[src/rtl/wake_pkg.sv]
package wake_pkg;

    localparam int FIXED_SRC = 5;
    localparam int REG_W     = 16;

    localparam int CTRL_GLOBAL  = 0;
    localparam int CTRL_DEVINT  = 1;
    localparam int CTRL_MGMT    = 2;
    localparam int CTRL_SUMMARY = 15;

    typedef enum logic [1:0] {
        IDX_STATUS = 2'd0,
        IDX_ENABLE = 2'd1,
        IDX_CTRL   = 2'd2,
        IDX_RSVD   = 2'd3
    } reg_idx_e;

    typedef struct packed {
        logic global_en;
        logic devint_en;
        logic mgmt_wake_en;
    } ctrl_t;

    typedef struct packed {
        logic wr_status;
        logic wr_enable;
        logic wr_ctrl;
    } wr_dec_t;

    function automatic ctrl_t ctrl_from_word(input logic [REG_W-1:0] w);
        ctrl_t c;
        c.global_en    = w[CTRL_GLOBAL];
        c.devint_en    = w[CTRL_DEVINT];
        c.mgmt_wake_en = w[CTRL_MGMT];
        return c;
    endfunction

    function automatic logic [REG_W-1:0] ctrl_to_word(input ctrl_t c, input logic summary);
        logic [REG_W-1:0] w;
        w               = '0;
        w[CTRL_GLOBAL]  = c.global_en;
        w[CTRL_DEVINT]  = c.devint_en;
        w[CTRL_MGMT]    = c.mgmt_wake_en;
        w[CTRL_SUMMARY] = summary;
        return w;
    endfunction

endpackage

[src/rtl/wake_edge_cap.sv]
module wake_edge_cap #(
    parameter int              NUM_SRC   = 13,
    parameter logic [NUM_SRC-1:0] RISE_MASK = '0
) (
    input  logic               clk,
    input  logic               rst,
    input  logic [NUM_SRC-1:0] raw_in,
    output logic [NUM_SRC-1:0] edge_evt
);

    for (genvar i = 0; i < NUM_SRC; i++) begin : g_src
        localparam logic IDLE = ~RISE_MASK[i];
        logic meta_q, sync_q, prev_q;

        always_ff @(posedge clk) begin
            if (rst) begin
                meta_q <= IDLE;
                sync_q <= IDLE;
                prev_q <= IDLE;
            end else begin
                meta_q <= raw_in[i];
                sync_q <= meta_q;
                prev_q <= sync_q;
            end
        end

        if (RISE_MASK[i]) begin : g_rise
            assign edge_evt[i] = sync_q & ~prev_q;
        end else begin : g_fall
            assign edge_evt[i] = ~sync_q & prev_q;
        end

        AST_EDGE_SINGLE: assert property (@(posedge clk) disable iff (rst)
            edge_evt[i] |=> !edge_evt[i]);
    end

endmodule

[src/rtl/wake_regs.sv]
module wake_regs
    import wake_pkg::*;
#(
    parameter int NUM_SRC = 13
) (
    input  logic               clk,
    input  logic               rst,
    input  logic [1:0]         reg_idx,
    input  logic               reg_wr,
    input  logic [REG_W-1:0]   reg_wdata,
    input  logic [NUM_SRC-1:0] set_evt,
    output logic [NUM_SRC-1:0] sts_q,
    output logic [NUM_SRC-1:0] en_q,
    output ctrl_t              ctrl_q,
    output logic               summary_q,
    output logic [REG_W-1:0]   reg_rdata
);

    wr_dec_t            dec;
    logic [NUM_SRC-1:0] clr_mask;
    logic               sum_clr;

    always_comb begin
        dec = '0;
        if (reg_wr) begin
            case (reg_idx_e'(reg_idx))
                IDX_STATUS: dec.wr_status = 1'b1;
                IDX_ENABLE: dec.wr_enable = 1'b1;
                IDX_CTRL:   dec.wr_ctrl   = 1'b1;
                default:    ;
            endcase
        end
    end

    assign clr_mask = dec.wr_status ? reg_wdata[NUM_SRC-1:0] : '0;
    assign sum_clr  = dec.wr_ctrl & reg_wdata[CTRL_SUMMARY];

    // status bits: hardware set dominates a software clear
    for (genvar i = 0; i < NUM_SRC; i++) begin : g_sts
        always_ff @(posedge clk) begin
            if (rst)             sts_q[i] <= 1'b0;
            else if (set_evt[i]) sts_q[i] <= 1'b1;
            else if (clr_mask[i]) sts_q[i] <= 1'b0;
        end
    end

    always_ff @(posedge clk) begin
        if (rst) begin
            summary_q <= 1'b0;
            en_q      <= '0;
            ctrl_q    <= '0;
        end else begin
            if (|set_evt)      summary_q <= 1'b1;
            else if (sum_clr)  summary_q <= 1'b0;
            if (dec.wr_enable) en_q      <= reg_wdata[NUM_SRC-1:0];
            if (dec.wr_ctrl)   ctrl_q    <= ctrl_from_word(reg_wdata);
        end
    end

    always_comb begin
        reg_rdata = '0;
        case (reg_idx_e'(reg_idx))
            IDX_STATUS: reg_rdata[NUM_SRC-1:0] = sts_q;
            IDX_ENABLE: reg_rdata[NUM_SRC-1:0] = en_q;
            IDX_CTRL:   reg_rdata = ctrl_to_word(ctrl_q, summary_q);
            default:    reg_rdata = '0;
        endcase
    end

    AST_STS_ONLY_EVENT: assert property (@(posedge clk) disable iff (rst)
        ((sts_q & ~$past(sts_q) & ~$past(set_evt)) == '0));
    AST_W1C_EXACT: assert property (@(posedge clk) disable iff (rst)
        (dec.wr_status && set_evt == '0) |=> (sts_q == ($past(sts_q) & ~$past(reg_wdata[NUM_SRC-1:0]))));
    AST_SET_WINS: assert property (@(posedge clk) disable iff (rst)
        (set_evt != '0) |=> ((sts_q & $past(set_evt)) == $past(set_evt)));
    AST_SUMMARY_SET: assert property (@(posedge clk) disable iff (rst)
        (set_evt != '0) |=> summary_q);

endmodule

[src/rtl/wake_out_gen.sv]
module wake_out_gen
    import wake_pkg::*;
#(
    parameter int NUM_SRC = 13
) (
    input  logic               clk,
    input  logic               rst,
    input  logic [NUM_SRC-1:0] sts_q,
    input  logic [NUM_SRC-1:0] en_q,
    input  ctrl_t              ctrl_q,
    input  logic               mgmt_evt,
    output logic               wake_oe
);

    logic src_hit;
    logic mgmt_hit;

    assign src_hit  = |(sts_q & en_q);
    assign mgmt_hit = mgmt_evt & ctrl_q.devint_en & ctrl_q.mgmt_wake_en;

    always_ff @(posedge clk) begin
        if (rst) wake_oe <= 1'b0;
        else     wake_oe <= ctrl_q.global_en & (src_hit | mgmt_hit);
    end

    AST_OUT_GATED: assert property (@(posedge clk) disable iff (rst)
        !ctrl_q.global_en |=> !wake_oe);
    AST_OUT_DRIVE: assert property (@(posedge clk) disable iff (rst)
        (ctrl_q.global_en && (sts_q & en_q) != '0) |=> wake_oe);
    AST_MGMT_BOTH: assert property (@(posedge clk) disable iff (rst)
        (wake_oe && !$past((sts_q & en_q) != '0)) |->
        $past(mgmt_evt && ctrl_q.devint_en && ctrl_q.mgmt_wake_en));

endmodule

[src/rtl/wake_event_ctrl.sv]
module wake_event_ctrl
    import wake_pkg::*;
#(
    parameter int                NUM_GP  = 8,
    parameter logic [NUM_GP-1:0] GP_RISE = '0
) (
    input  logic              clk,
    input  logic              rst,
    input  logic              ring_ind_a_n,
    input  logic              ring_ind_b_n,
    input  logic              ring_line_n,
    input  logic              kbd_data,
    input  logic              mouse_data,
    input  logic [NUM_GP-1:0] gp_in,
    input  logic              mgmt_evt,
    input  logic [1:0]        reg_idx,
    input  logic              reg_wr,
    input  logic [15:0]       reg_wdata,
    output logic [15:0]       reg_rdata,
    output logic              wake_oe
);

    localparam int                 NUM_SRC   = FIXED_SRC + NUM_GP;
    localparam logic [NUM_SRC-1:0] RISE_MASK = {GP_RISE, {FIXED_SRC{1'b0}}};

    if (NUM_SRC > REG_W) begin : g_size_check
        $error("wake_event_ctrl: too many sources for the register width");
    end

    logic [NUM_SRC-1:0] raw_src;
    logic [NUM_SRC-1:0] edge_evt;
    logic [NUM_SRC-1:0] sts_q;
    logic [NUM_SRC-1:0] en_q;
    ctrl_t              ctrl_q;
    logic               summary_q;

    assign raw_src = {gp_in, mouse_data, kbd_data, ring_line_n, ring_ind_b_n, ring_ind_a_n};

    wake_edge_cap #(
        .NUM_SRC   (NUM_SRC),
        .RISE_MASK (RISE_MASK)
    ) u_edge (
        .clk      (clk),
        .rst      (rst),
        .raw_in   (raw_src),
        .edge_evt (edge_evt)
    );

    wake_regs #(
        .NUM_SRC (NUM_SRC)
    ) u_regs (
        .clk       (clk),
        .rst       (rst),
        .reg_idx   (reg_idx),
        .reg_wr    (reg_wr),
        .reg_wdata (reg_wdata),
        .set_evt   (edge_evt),
        .sts_q     (sts_q),
        .en_q      (en_q),
        .ctrl_q    (ctrl_q),
        .summary_q (summary_q),
        .reg_rdata (reg_rdata)
    );

    wake_out_gen #(
        .NUM_SRC (NUM_SRC)
    ) u_out (
        .clk      (clk),
        .rst      (rst),
        .sts_q    (sts_q),
        .en_q     (en_q),
        .ctrl_q   (ctrl_q),
        .mgmt_evt (mgmt_evt),
        .wake_oe  (wake_oe)
    );

    AST_RESET_QUIET: assert property (@(posedge clk)
        rst |=> (!wake_oe && !summary_q && sts_q == '0));

endmodule

[config.mk]
export PLATFORM = sky130hd
export DESIGN_NAME = wake_event_ctrl
export DESIGN_NICKNAME = d
export VERILOG_FILES = /design/src/rtl/wake_pkg.sv /design/src/rtl/wake_edge_cap.sv /design/src/rtl/wake_regs.sv /design/src/rtl/wake_out_gen.sv /design/src/rtl/wake_event_ctrl.sv
export SDC_FILE = /design/constraint.sdc
export NUM_CORES = 1
export LEC_CHECK = 0
export CORE_MARGIN = 4
export CORE_UTILIZATION = 45
export CTS_CLUSTER_DIAMETER = 150
export CTS_CLUSTER_SIZE = 10
export DETAILED_ROUTE_END_ITERATION = 7
export PLACE_DENSITY = 0.74
export RECOVER_POWER = 25
export SLEW_MARGIN = 20
export SYNTH_ARGS = -nofsm -noshare
export SYNTH_HDL_FRONTEND = slang
export SYNTH_SLANG_ARGS = --single-unit
[constraint.sdc]
create_clock -name clk -period 1.3 [get_ports clk]
set_input_delay 0.13 -clock clk [delete_from_list [all_inputs] [get_ports clk]]
set_output_delay 0.13 -clock clk [all_outputs]
set_load 0.1 [all_outputs]
Word-level counts from Yosys, hierarchy flattened
Cells that the tools add are included.

storage, ports and cells
  flip-flop bits (word level) = 70
  input port bits = 35
  output and inout bits = 17
  logic and storage cells = 144

operators by class
  eq/ne operators = 2
  muxes and demuxes = 35
  bitwise operators = 32
  reduce and logical (&&, ||, !) cells = 17

operators by type and width
  kind                count
  $pmux 13 s3         1
  $mux 1              31
  $reduce_bool 2->1   14
  $reduce_or 13->1    2
  $and 1x1->1         17
  $and 13x13->13      1
  $mux 13             1
  $not 1->1           13
  $mux 3              2
  $eq 2x1->1 const B  1
  $eq 2x2->1 const B  1
  $logic_not 2->1     1
  $or 1x1->1          1

Depth between registers and ports, before layout
  word-level depth = 6
  mapped depth = 6
  gate-level depth less buffers = 4

By module
A second synthesis with hierarchy kept.

second synthesis, totals
  cells, all modules = 290
  area total of the unflattened synthesis = 2621.3 µm²

by module, submodules not included
  module         times used  cells each  area each (µm²)
  wake_regs      1           184         1386.3
  wake_edge_cap  1           95          1138.6
  wake_out_gen   1           11          96.3

Worst setup path before layout
No wires, ideal clock.

  kind = input port to output port
  from = input port reg_idx[0]
  to = output port reg_rdata[0]
  arrival time = 2.505 ns
  slack = -1.335 ns
  stages on the path = 3
  buffers on the path = 1
  cell sequence = buf_2 mux2i_1 o21ai_0

between the ends
  cells in the longest elaborated chain, start to end = 2
  elaborated cells between the ends (all ways) = 4
  classes of those cells = 2 x eq/ne; 1 x mux; 1 x reduce/logical

RTL lines
  element                                   line                   RTL
  start, declared                           wake_event_ctrl.sv:16  input logic [1:0] reg_idx,
  $eq 2x2->1, or another cell as far along  wake_regs.sv:62        case (reg_idx_e'(reg_idx))
  $pmux 13 s3 *                             wake_regs.sv:62
  end, declared                             wake_event_ctrl.sv:19  output logic [15:0] reg_rdata,

Mark *: on every way between the ends. The rest lies on a longest branch, timed or not.

Worst setup path after layout
  from = register u_edge.g_src[7].prev_q
  to = register u_regs.summary_q

between the ends
  cells in the longest elaborated chain, start to end = 3
  elaborated cells between the ends (all ways) = 4
  classes of those cells = 1 x mux; 1 x bitwise; 2 x reduce/logical

RTL lines
  element                                             line                 RTL
  start, declared                                     wake_edge_cap.sv:13  logic meta_q, sync_q, prev_q;
  start signal, assigned                              wake_edge_cap.sv:23  prev_q <= sync_q;
  $and 1x1->1 *                                       wake_edge_cap.sv:30  assign edge_evt[i] = ~sync_q & prev_q;
  $reduce_or 13->1 *                                  wake_regs.sv:53      if (|set_evt) summary_q <= 1'b1;
  $mux 1 / $reduce_bool 2->1 (equally long branches)  --
  end signal, assigned                                wake_regs.sv:49      summary_q <= 1'b0;
  end signal, assigned                                wake_regs.sv:53
  end signal, assigned                                wake_regs.sv:54      else if (sum_clr) summary_q <= 1'b0;
  end, declared                                       wake_regs.sv:15      output logic summary_q,

Marked as above.
A chain may end at the register's enable or synchronous reset.

==> results.sh <==
export IMPL_slew_headroom=0.654
export IMPL_die_x_um=83.0
export IMPL_syn2layout_area_growth_pct=50.3
export IMPL_grt_pass1_wl_mm=9.22
export IMPL_fin_crit_ns=1.39
export IMPL_timing_final_ws_setup_ns=-0.0950
export IMPL_cp_data_required_time_ns=1.51
export IMPL_clkSinkCount=70
export IMPL_vias_per_cell=4.92
export IMPL_ys_ff_latch=70
export IMPL_rsz0062_at_grt="yes"
export IMPL_vias=2058
export IMPL_grt_overflow=0
export IMPL_holdWs_ns=0.221
export IMPL_max_freq_mhz=717
export IMPL_cp_num_buf_inv=0
export IMPL_numPortBuffers=47
export IMPL_htree_levels=3
export IMPL_ys_warn_count=0
export IMPL_die_area_um2=6890
export IMPL_violations="negative setup slack"
export IMPL_multi_input_area_um2=1290
export IMPL_cts_tree="done"
export IMPL_reg2reg_slack_ns=-0.09
export IMPL_synth_distinct_cells=26
export IMPL_finalHoldViolCount=0
export IMPL_reg2regPathDepth=4
export IMPL_grt_max_degree=42
export IMPL_clockBufferDepth=2
export IMPL_wire_per_inst_um=13.7
export IMPL_netlist_instances=279
export IMPL_antenna_found_initial=0
export IMPL_root_buffer="clkbuf_8"
export IMPL_fin_nets=377
export IMPL_worstHoldStart="rst"
export IMPL_detail_route_antenna_nets=0
export IMPL_hold_buffers=0
export IMPL_leakage_nw=1.40
export IMPL_route_detailed_drc=0
export IMPL_fillCellCount=428
export IMPL_reg2reg_from="u_edge.g_src[7].prev_q"
export IMPL_synth_area_um2=2530
export IMPL_post_route_period_util=1.07
export IMPL_timing_rr_end="u_regs.summary_q"
export IMPL_dpl_hpwl_mm=3.79
export IMPL_startpoint="u_edge.g_src[7].prev_q"
export IMPL_arrival_ns=1.60
export IMPL_cts_buffers=9
export IMPL_worst_slew_pin_slew_ns=0.519
export IMPL_hold_end="u_regs.sts_q[8]"
export IMPL_drive_gt1_frac=0.416
export IMPL_path_class="flop to flop"
export IMPL_tns_ns=-0.0950
export IMPL_antennaDiodeCount=0
export IMPL_first_iter_violations=154
export IMPL_crit_path_max_incr_delay_ns=0.54
export IMPL_worstPathMaxFanout=2
export IMPL_grt_pass1_vias=1967
export IMPL_post_route_util=0.695
export IMPL_clock_latency_ns=0.34
export IMPL_wirelength_mm=5.73
export IMPL_initial_utilization=0.463
export IMPL_syn_avg_cell_area_um2=9.08
export IMPL_stdcell_area_um2=3810
export IMPL_regArea_um2=1430
export IMPL_chipHeight_um=83.0
export IMPL_gp_congestion=0.854
export IMPL_io_pins=52
export IMPL_num_rows=27
export IMPL_firstDrtPassIters=4
export IMPL_setup_viol=1
export IMPL_whs_path_depth=2
export IMPL_hold_class="primary input to flop"
export IMPL_core_area_um2=5470
export IMPL_power_density_nw_per_um2=1160
export IMPL_status="finished, violations left"
export IMPL_drv_cap=0
export IMPL_synth_seq_area_share=0.553
export IMPL_grtUsageTotal=0.168
export IMPL_cp_start_kind="flop"
export IMPL_path_delay_family="simple AND/OR/NAND/NOR gates"
export IMPL_maxSlewViolCount=0
export IMPL_critPathSlowestCell="or4_4"
export IMPL_irDropWorstVdd_mv=0.963
export IMPL_post_dp_cell_area_um2=3450
export IMPL_path_clk_slew_ns=0.07
export IMPL_clock_skew_ns=0.00957
export IMPL_end_kind="flop"
export IMPL_path_cells="nor2b_4 -> or4_4 -> a2111oi_4 -> a31oi_1"
==> kinds of logic after synthesis <==
group | Yosys count | synth area share
muxes | 13 | 0.0514
other | 1 | 0.00148
buffers and inverters | 17 | 0.0301
DFF | 70 | 0.553
AOI/OAI and AO/OA | 40 | 0.0904
and+or+nand+nor | 138 | 0.273
==> Yosys cell counts <==
cell,number,area share
dfxtp_1,70,0.55
nand2_1,46,0.068
or2_2,39,0.096
a21oi_1,29,0.057
nor2_1,24,0.036
mux2i_1,13,0.051
nor2b_1,13,0.032
clkbuf_1,11,0.016
nand3_1,6,0.012
a22oi_1,5,0.015
buf_2,4,0.0079
o21ai_0,3,0.0059
buf_4,2,0.0059
nor3b_1,2,0.0059
a2111oi_2,1,0.0059
a222oi_1,1,0.0040
a31oi_1,1,0.0025
and2_1,1,0.0025
and2b_1,1,0.0030
and3b_1,1,0.0035
conb_1,1,0.0015
nand3b_1,1,0.0030
nand4_1,1,0.0025
nor3_1,1,0.0020
nor4_1,1,0.0025
or4_4,1,0.0044
==> where the power goes <==
group | switching, mW | total, mW | internal [mW] | leakage, nW
Combinational | 0.340 | 0.653 | 0.313 | 0.722
Clock | 0.754 | 1.48 | 0.727 | 0.0889
Sequential | 0.0583 | 2.30 | 2.24 | 0.584
Total | 1.15 | 4.43 | 3.28 | 1.40
==> routing by layer <==
| metal | routed length [um] | global-route usage | share of wire |
|---|---|---|---|
| met5 | 0 | 0 | 0 |
| met4 | 74 | 0.0728 | 0.013 |
| met3 | 325 | 0.0536 | 0.057 |
| met2 | 2860 | 0.277 | 0.50 |
| met1 | 2470 | 0.201 | 0.43 |
==> placed cells by master, fill, tap and decap left out, drive strengths merged <==
cell type,instances
nand4,1
a22oi,5
nand2,46
nand3b,1
conb,2
nor4,1
clkdlybuf4s50,25
and2,1
a21oi,29
and2b,1
a222oi,1
dfxtp,70
o21ai,3
buf,36
or4,1
nand3,6
clkinv,4
and3b,1
nor3b,2
a31oi,1
dlygate4sd3,4
nor3,1
or2,39
nor2,24
mux2i,13
nor2b,13
a2111oi,1
dlygate4sd2,1
clkbuf,13
==> registers in the layout, summed over array words and instances (netlist names) <==
name                 count
u_edge.g_src.meta_q     13
u_edge.g_src.prev_q     13
u_edge.g_src.sync_q     13
u_out.wake_oe            1
u_regs.ctrl_q            3
u_regs.en_q             13
u_regs.sts_q            13
u_regs.summary_q         1
==> per-stage QoR <==
step           total power, mW  cells  worst slack, ns
2_1_floorplan             2.67    280          -0.0589
3_3_place_gp              2.92    399           -0.281
6_report                  4.43    418          -0.0950
4_1_cts                   4.45    416          -0.0979
3_5_place_dp              2.93    399           -0.321
5_1_grt                   4.63    418           -0.157
==> cell type report <==
cell class / instances / area share
multi-input cells: 193 / 0.339
clock buffers: 11 / 0.0371
well taps: 72 / 0.0237
clock inverters: 4 / 0.00625
repair buffers: 68 / 0.218
flip-flops and latches: 70 / 0.376
==> worst max path at each step <==
stage,depth (start not counted),end,slack (ns)
6_report,4,u_regs.summary_q,-0.09
5_1_grt,4,u_regs.summary_q,-0.16
3_5_place_dp,7,u_regs.sts_q[6],-0.32
3_3_place_gp,7,u_regs.sts_q[8],-0.28
2_1_floorplan,3,reg_rdata[0],-0.06
4_1_cts,4,u_regs.summary_q,-0.1
==> worst register-to-register path: cells and delay by family (launching register included) <==
family	cells	cell delay (ns)
flops	1	0.30
simple gates	2	0.66
compound gates	2	0.30
==> repair_timing <==
item,CTS,global route
gates cloned,0,0
gates resized for setup,39,18
pin swaps,0,1
setup buffers,2,2
setup endpoints to repair,15,14
No activity file was read; power rests on OpenSTA's default activity.
